## src/rtl/tmr_slave_pkg.sv

```systemverilog
package tmr_slave_pkg;
  typedef enum logic [2:0] {
    SM_FREE   = 3'd0,
    SM_ENC_B  = 3'd1,
    SM_ENC_A  = 3'd2,
    SM_ENC_AB = 3'd3,
    SM_RESET  = 3'd4,
    SM_GATED  = 3'd5,
    SM_START  = 3'd6,
    SM_EXTCLK = 3'd7
  } slv_mode_e;
endpackage

```

## src/rtl/tmr_edge_det.sv

```systemverilog
module tmr_edge_det #(
  parameter int W = 3
) (
  input  logic         clk,
  input  logic         rst_n,
  input  logic [W-1:0] sig,
  output logic [W-1:0] rise,
  output logic [W-1:0] chg
);
  logic [W-1:0] prev_q;

  always_ff @(posedge clk or negedge rst_n) begin
    if (!rst_n) prev_q <= '0;
    else        prev_q <= sig;
  end

  for (genvar i = 0; i < W; i++) begin : g_bit
    assign rise[i] = sig[i] & ~prev_q[i];
    assign chg[i]  = sig[i] ^ prev_q[i];
  end
endmodule

```

## src/rtl/tmr_trig_mux.sv

```systemverilog
module tmr_trig_mux #(
  parameter int NUM_TRIG = 8,
  localparam int TSEL_W = (NUM_TRIG > 1) ? $clog2(NUM_TRIG) : 1
) (
  input  logic [NUM_TRIG-1:0] trig_src,
  input  logic [TSEL_W-1:0]   trig_sel,
  output logic                trgi
);
  always_comb begin
    trgi = 1'b0;
    for (int i = 0; i < NUM_TRIG; i++) begin
      if (int'(trig_sel) == i) trgi = trig_src[i];
    end
  end
endmodule

```

## src/rtl/tmr_quad_dec.sv

```systemverilog
module tmr_quad_dec
  import tmr_slave_pkg::*;
(
  input  slv_mode_e mode,
  input  logic      ti1,
  input  logic      ti2,
  input  logic      chg1,
  input  logic      chg2,
  input  logic      up_q,
  output logic      step,
  output logic      up_nxt
);
  logic dir_a;
  logic dir_b;

  assign dir_a = ti1 ^ ti2;
  assign dir_b = ~(ti1 ^ ti2);

  always_comb begin
    step   = 1'b0;
    up_nxt = up_q;
    unique case (mode)
      SM_ENC_B: if (chg2) begin
        step   = 1'b1;
        up_nxt = dir_b;
      end
      SM_ENC_A: if (chg1) begin
        step   = 1'b1;
        up_nxt = dir_a;
      end
      SM_ENC_AB: if (chg1 ^ chg2) begin
        step   = 1'b1;
        up_nxt = chg1 ? dir_a : dir_b;
      end
      default: ;
    endcase
  end
endmodule

```

## src/rtl/tmr_slave_ctl.sv

```systemverilog
module tmr_slave_ctl
  import tmr_slave_pkg::*;
#(
  parameter int NUM_TRIG = 8,
  localparam int TSEL_W = (NUM_TRIG > 1) ? $clog2(NUM_TRIG) : 1
) (
  input  logic                clk,
  input  logic                rst_n,
  input  logic                tick_en,
  input  logic                ti1,
  input  logic                ti2,
  input  logic [NUM_TRIG-1:0] trig_src,
  input  logic [2:0]          mode_sel,
  input  logic [TSEL_W-1:0]   trig_sel,
  output logic                cnt_step,
  output logic                cnt_up,
  output logic                cnt_clear,
  output logic                upd_req,
  output logic                run_set
);
  localparam int N_EDGE = 3;

  slv_mode_e         mode;
  logic              trgi;
  logic [N_EDGE-1:0] rise;
  logic [N_EDGE-1:0] chg;
  logic              trg_rise;
  logic              qd_step;
  logic              qd_up;
  logic              step_d, up_d, clr_d, set_d;

  assign mode = slv_mode_e'(mode_sel);

  tmr_trig_mux #(.NUM_TRIG(NUM_TRIG)) u_mux (
    .trig_src (trig_src),
    .trig_sel (trig_sel),
    .trgi     (trgi)
  );

  tmr_edge_det #(.W(N_EDGE)) u_edge (
    .clk   (clk),
    .rst_n (rst_n),
    .sig   ({trgi, ti2, ti1}),
    .rise  (rise),
    .chg   (chg)
  );

  assign trg_rise = rise[2];

  tmr_quad_dec u_quad (
    .mode   (mode),
    .ti1    (ti1),
    .ti2    (ti2),
    .chg1   (chg[0]),
    .chg2   (chg[1]),
    .up_q   (cnt_up),
    .step   (qd_step),
    .up_nxt (qd_up)
  );

  always_comb begin
    step_d = 1'b0;
    up_d   = 1'b1;
    clr_d  = 1'b0;
    set_d  = 1'b0;
    unique case (mode)
      SM_FREE:   step_d = tick_en;
      SM_ENC_B, SM_ENC_A, SM_ENC_AB: begin
        step_d = qd_step;
        up_d   = qd_up;
      end
      SM_RESET: begin
        step_d = tick_en;
        clr_d  = trg_rise;
      end
      SM_GATED:  step_d = tick_en & trgi;
      SM_START: begin
        step_d = tick_en;
        set_d  = trg_rise;
      end
      SM_EXTCLK: step_d = trg_rise;
      default: ;
    endcase
  end

  always_ff @(posedge clk or negedge rst_n) begin
    if (!rst_n) begin
      cnt_step  <= 1'b0;
      cnt_up    <= 1'b1;
      cnt_clear <= 1'b0;
      upd_req   <= 1'b0;
      run_set   <= 1'b0;
    end else begin
      cnt_step  <= step_d;
      cnt_up    <= up_d;
      cnt_clear <= clr_d;
      upd_req   <= clr_d;
      run_set   <= set_d;
    end
  end

  // Checker state: set after the first clock edge out of reset.
  logic live_q;
  always_ff @(posedge clk or negedge rst_n) begin
    if (!rst_n) live_q <= 1'b0;
    else        live_q <= 1'b1;
  end


  free_step_chk: assert property (@(posedge clk) disable iff (!rst_n)
    (live_q && $past(mode_sel) == 3'd0) |-> (cnt_step == $past(tick_en)));


  gated_hold_chk: assert property (@(posedge clk) disable iff (!rst_n)
    (live_q && $past(mode_sel) == 3'd5 && !$past(trgi)) |-> !cnt_step);


  clear_upd_pair_chk: assert property (@(posedge clk) disable iff (!rst_n)
    cnt_clear |-> upd_req);


  clear_mode_chk: assert property (@(posedge clk) disable iff (!rst_n)
    (live_q && cnt_clear) |-> ($past(mode_sel) == 3'd4));


  set_mode_chk: assert property (@(posedge clk) disable iff (!rst_n)
    (live_q && run_set) |-> ($past(mode_sel) == 3'd6));


  dir_fixed_chk: assert property (@(posedge clk) disable iff (!rst_n)
    (live_q && ($past(mode_sel) == 3'd0 || $past(mode_sel[2]))) |-> cnt_up);


  enc_hold_chk: assert property (@(posedge clk) disable iff (!rst_n)
    (live_q && $past(mode_sel) inside {3'd1, 3'd2, 3'd3} && !cnt_step)
      |-> $stable(cnt_up));


  ext_step_chk: assert property (@(posedge clk) disable iff (!rst_n)
    (live_q && $past(mode_sel) == 3'd7 && cnt_step) |-> $past(trg_rise));
endmodule

```

## config.mk

```make
export PLATFORM = sky130hd
export DESIGN_NAME = tmr_slave_ctl
export DESIGN_NICKNAME = d
export VERILOG_FILES = /design/src/rtl/tmr_slave_pkg.sv /design/src/rtl/tmr_edge_det.sv /design/src/rtl/tmr_trig_mux.sv /design/src/rtl/tmr_quad_dec.sv /design/src/rtl/tmr_slave_ctl.sv
export SDC_FILE = /design/constraint.sdc
export NUM_CORES = 1
export LEC_CHECK = 0
export CAP_MARGIN = 20
export CORE_AREA = 2 2 39 41
export CTS_CLUSTER_DIAMETER = 100
export DETAILED_ROUTE_END_ITERATION = 6
export DIE_AREA = 0 0 41 43
export DONT_BUFFER_PORTS = 1
export PLACE_DENSITY_LB_ADDON = 0.08
export SETUP_SLACK_MARGIN = 0.2
export SLEW_MARGIN = 30
export SYNTH_ARGS = -nofsm -noshare
export SYNTH_HDL_FRONTEND = slang
export SYNTH_SLANG_ARGS = --single-unit
```

## constraint.sdc

```tcl
create_clock -name clk -period 1.1 [get_ports clk]
set_input_delay 0.055 -clock clk [delete_from_list [all_inputs] [get_ports clk]]
set_output_delay 0.055 -clock clk [all_outputs]
set_load 0.01 [all_outputs]
```

* Yosys cells after proc, flatten, opt, wreduce, memory -nomap -nowiden
Index checks and enable logic that the tools add are counted.
** Operators by class
- Multipliers :: 0
- Shift-type cells :: 0
- $add $sub $neg :: 0
- Reductions and logical operators :: 5
- Divide/modulo/power cells :: 0
- Equal/unequal tests :: 18
- Order comparisons :: 0
- Bitwise operators :: 8
- Muxes and demuxes :: 21
** Operators by type and width (count)
- $eq A3 B3 Y1 const B :: 8
- $mux W1 :: 18
- $eq A3 B2 Y1 const B :: 4
- $ne A3 B2 Y1 const B :: 3
- $eq A3 B1 Y1 const B :: 2
- $logic_not A3 Y1 :: 2
- $pmux W1 S3 :: 2
- $reduce_or A3 Y1 :: 2
- $ne A4 B1 Y1 const B :: 1
- $pmux W1 S4 :: 1
- $reduce_and A4 Y1 :: 1
- $xor A1 B1 Y1 :: 4
- $and A1 B1 Y1 :: 2
- $not A1 Y1 :: 2
** Word-level totals
- Bits in read-only memories :: 0
- Memories kept :: 0
- Word-level logic and storage cells :: 57
- Flip-flop bits (word level) :: 7
- Bits of input ports :: 19
- Bits in writable memories :: 0
- Latch bits :: 0

* Depth between registers and ports, before layout
- Word-level depth :: 11
- Gate-level depth with buffers :: 5
- Depth with buffers taken out :: 4

* Hierarchy
A second synthesis with hierarchy kept.
** Second synthesis, totals
- Cell total of the unflattened synthesis :: 49
- Area total of the unflattened synthesis :: 486.7 µm²
** By module, submodules not included
- tmr_slave_ctl :: instances 1, cells each 16, sequential area each 101.3 µm², area an instance 173.9 µm²
- tmr_edge_det :: instances 1, cells each 12, sequential area each 75.1 µm², area an instance 135.1 µm²
- tmr_quad_dec :: instances 1, cells each 18, sequential area each 0.0 µm², area an instance 113.9 µm²
- tmr_trig_mux :: instances 1, cells each 3, sequential area each 0.0 µm², area an instance 63.8 µm²

* Worst setup path before layout
No wires, ideal clock.
- Path type :: input-to-reg
- From :: in trig_sel[1]
- To :: reg cnt_step
- Stages :: 4
- Arrival time :: 1.089 ns
- Path slack :: -0.108 ns
- Setup time :: 0.119 ns
- Path through :: mux4_1 -> mux2_4 -> a21oi_1 -> o21ba_1
** Between the ends
- Longest elaborated chain between the ends :: 11
** Ends and longest elaborated chain
- start, declared :: line tmr_slave_ctl.sv:14 : input logic [TSEL_W-1:0] trig_sel,
- $logic_not A3 Y1 :: line tmr_trig_mux.sv:12 : if (int'(trig_sel) == i) trgi = trig_src[i];
- $mux W1 (7 in series) :: line tmr_trig_mux.sv:12
- $mux W1 * :: line tmr_trig_mux.sv:12
- via trgi :: line tmr_slave_ctl.sv:24 : logic trgi;
- $and A1 B1 Y1 (on tied branches) :: line tmr_edge_det.sv:18, tmr_slave_ctl.sv:76
- $pmux W1 S4 * :: line tmr_slave_ctl.sv:66 : unique case (mode)
- via step_d :: line tmr_slave_ctl.sv:30 : logic step_d, up_d, clr_d, set_d;
- end signal, assigned :: line tmr_slave_ctl.sv:94 : cnt_step <= step_d;
- end, declared :: line tmr_slave_ctl.sv:15 : output logic cnt_step,
Mark *: on every way through the listed nets, which the timed path passes. The rest lies on a longest branch.
A chain may end at the register's enable or synchronous reset.

* Final worst setup path
- From :: reg u_edge.prev_q[0]
- To :: reg cnt_step
** Between the ends
- Longest elaborated chain between the ends :: 5
** Ends and longest elaborated chain
- start, declared :: line tmr_edge_det.sv:10 : logic [W-1:0] prev_q;
- start signal, assigned :: line tmr_edge_det.sv:14 : else prev_q <= sig;
- $xor A1 B1 Y1 * :: line tmr_edge_det.sv:19 : assign chg[i] = sig[i] ^ prev_q[i];
- $xor A1 B1 Y1 :: line tmr_quad_dec.sv:31 : SM_ENC_AB: if (chg1 ^ chg2) begin
- $mux W1 :: line tmr_quad_dec.sv:31
- $pmux W1 S3 * :: line tmr_quad_dec.sv:22 : unique case (mode)
- $pmux W1 S4 * :: line tmr_slave_ctl.sv:66
- via step_d :: line tmr_slave_ctl.sv:30
Marks and branches as above.

==> results.md <==
- Outcome: complete, but fails checks
- Failing checks: negative hold slack, negative setup slack
- Synthesized area: 409 um2
- Sequential fraction of the synthesis area: a little over two fifths
- ANT nets after route: 0
- Synth Register Bits: 7
- CTS clk-pin slew, worst paths: 60 ps
- Layout cells sized above 1: between 20% and 30%
- CP Launch Type: flop
- Die Height: ~43 um
- IO buf count: 0
- Average routed wire per standard cell: 14.4 um
- RSZ-0062 raised after global routing: yes
- Worst skew pair latency: ~250 ps
- Maximum VDD drop: approximately 0.50 mV
- Final nets: 64
- P&R area growth vs syn: 25.1%
- Largest net degree at the start of global routing: 8
- Critical Path Sink Type: flop
- Rel. slew slack: 76.6%
- Initial antenna violation count: 0
- Critical Path AT: between 1000 and 1500 ps
- Clock power frac: between 30% and 40%
- Leakage power total: roughly 0.22 nW
- Starting Density: between 20 and 30%
- Synth Instances: 35
- Final hold vios: 1
- Synth unique cells: 21
- Ant. Diodes: 0
- Fin Setup TNS: -257 ps
- Synth async-reset ratio: 100%
- Drt total wl: ~860 um
- Syn avg cell area: roughly 12 um2
- XOR/XNOR share of the synthesized area: 8.56%
- CTS tree: yes
- Detail Placement HPWL: 622 um
- Root Buffer Master: clkbuf_4
- Syn_nets: between 50 and 60
- Complex-gate fraction of the synthesized area: between 10% and 20%
- Hold_ws: -7.64 ps
- Yosys Warn Count: 0
- HP Class: primary input to flop
- Num CTS Buffers: 3
- Dpl ws: -130 ps
- Placer congestion estimate: 0.665
- Seq pwr share: between 40% and 50%
- Family with the most delay on the worst path: compound AO/OA/AOI/OAI gates
- # DRC: 0
- Multi-input gate area: ~210 um2
- Comb power frac: 17.5%
- CTS Sinks: 7
- Die W: slightly above 40 um
- Post-synthesis mux area share: 19.0%
- Die ar.: between 1500 and 2000 um2
- Power Density: 1270 nW/um2
- Final Max Slew Viols: 0
- Commonest register cell after synthesis: dfrtp_1
- GRT Resource Usage Total: about 13%
- Fmax: roughly 800 MHz
- Tcrit/Tclk final: 112%
- Slowest CP cell: dfrtp_1
- Htree depth: 1
- Critical path cell sequence: xnor2_2, o311a_1, o21ba_1
- Final setup viols: 2
- CP max stage delay: between 400 and 500 ps
- Fillers: 143
- # IOs: 24
- Register area: between 150 and 200 um2
- Number of global-route vias before repair: ~340
- Commonest cells after routing, fill and taps aside: 6 x dfrtp_1, 6 x dlygate4sd3_1, 3 x inv_1, 3 x clkbuf_4
- Net Sw Power: roughly 0.16 mW
- CP required: between 1000 and 1500 ps
- Buf+Inv Stages, Crit Path: 0
- Number of flops mapped to enable cells by yosys: 0
- Synthesized-area fraction occupied by adder cells: 0%
- Post-synthesis simple-gate area fraction: 8.87%
- Row cnt: 14
- Global-route wire length before repair: ~1400 um
- Initial drt markers: 6
- CTS max path bufs: 2
- Power Internal: around 0.5 mW
- Combinational family with the most area after synthesis: multiplexers
- Max-Cap Viols: 0
- Via/cell ratio: 5.17
- DRT Pass-1 Iters: 4
- Total power: about 0.65 mW
- Via count of the routed design: between 300 and 400
- Clock Skew: 4.57 ps
- Total gr overflow: 0
- CP Max Fanout: 3
- Crit Path Category: flop to flop
- Cts hold-fix bufs: 6
- Core ar.: approximately 1400 um2
- Clock period minus worst slack: ~1200 ps
- Switching Share: between 20 and 25%
- Actual slew at the worst max-slew pin: around 350 ps
- Worst setup margin: -132 ps
[per-layer routing]
layer,up-vias,global-route usage [%],part of all wire [%]
met5,-,0,0
met4,0,8.00,0
li1,146,-,-
met2,18,15.6,44
met3,0,9.42,13
met1,146,15.3,43
[timing repair]
item	4_1_cts	5_1_grt
endpoints found under the hold margin	14	1
buffers inserted	1	0
setup endpoints to repair	2	3
pin swaps	1	2
gates resized for setup	0	1
[stage by stage]
stage / area (um2) / instances / util, %
after CTS: 504 / 60 / 36.4
after detailed placement: 410 / 49 / 29.7
after global placement: 410 / 49 / 29.7
after global routing: 512 / 60 / 37.0
after floorplan: 402 / 35 / -
final: 512 / 60 / 37.0
[Yosys cell counts (2+ instances only)]
cell type  number  area, um2
xnor2_1         3       26.3
inv_1           3       11.3
mux4_1          2       52.6
nor2_1          2       7.51
nand3b_1        2       15.0
dfrtp_1         6        150
o22ai_1         2       12.5
nor3_1          2       10.0
[worst register-to-register path, cell delays in order (launching register included)]
cell	delay, ps
dfrtp_1	410
xnor2_2	150
o311a_1	360
o21ba_1	200
[path summary, 6_finish.rpt]
path | start | endpoint | slack, ps | depth (start not counted)
setup / recovery | u_edge.prev_q[0] | cnt_step | -130 | 3
hold / removal | trig_sel[0] | u_edge.prev_q[2] | -8 | 1
setup reg to reg | u_edge.prev_q[0] | cnt_step | -130 | 3
max in group asynchronous | rst_n | cnt_up | 650 | 1
hold reg to reg | cnt_up | cnt_up | 550 | 2
min in group asynchronous | rst_n | run_set | 140 | 1
[state kept, by name (all words and copies together) (netlist names)]
register	count
cnt_up	1
run_set	1
u_edge.prev_q	3
upd_req	1
cnt_step	1
[power groups by stage]
stage	clock [mW]	combinational [mW]	sequential, mW
final	0.239	0.114	0.298
after global routing	0.291	0.126	0.301
after CTS	0.257	0.113	0.298
after detailed placement	0	0.0850	0.303
after global placement	0	0.0857	0.303
after floorplan	0	0.0814	0.299
[kinds of logic (layout without fill, tap and decap cells)]
logic type	count (synthesis)	in the layout
AO/OA/AOI/OAI	8	8
XOR/XNOR	4	4
buffers and inverters	5	14
flip-flops	7	7
multiplexers	4	4
AND/OR/NAND/NOR	7	7
[cell type report]
type | count | share of cell area, %
multi-input combinational | 23 | 41.1
sequential | 7 | 34.5
timing repair buffer | 7 | 13.2
clock buffer | 4 | 5.13
tap | 16 | 3.91
inverter | 3 | 2.20
No activity file was read; power rests on OpenSTA's default activity.
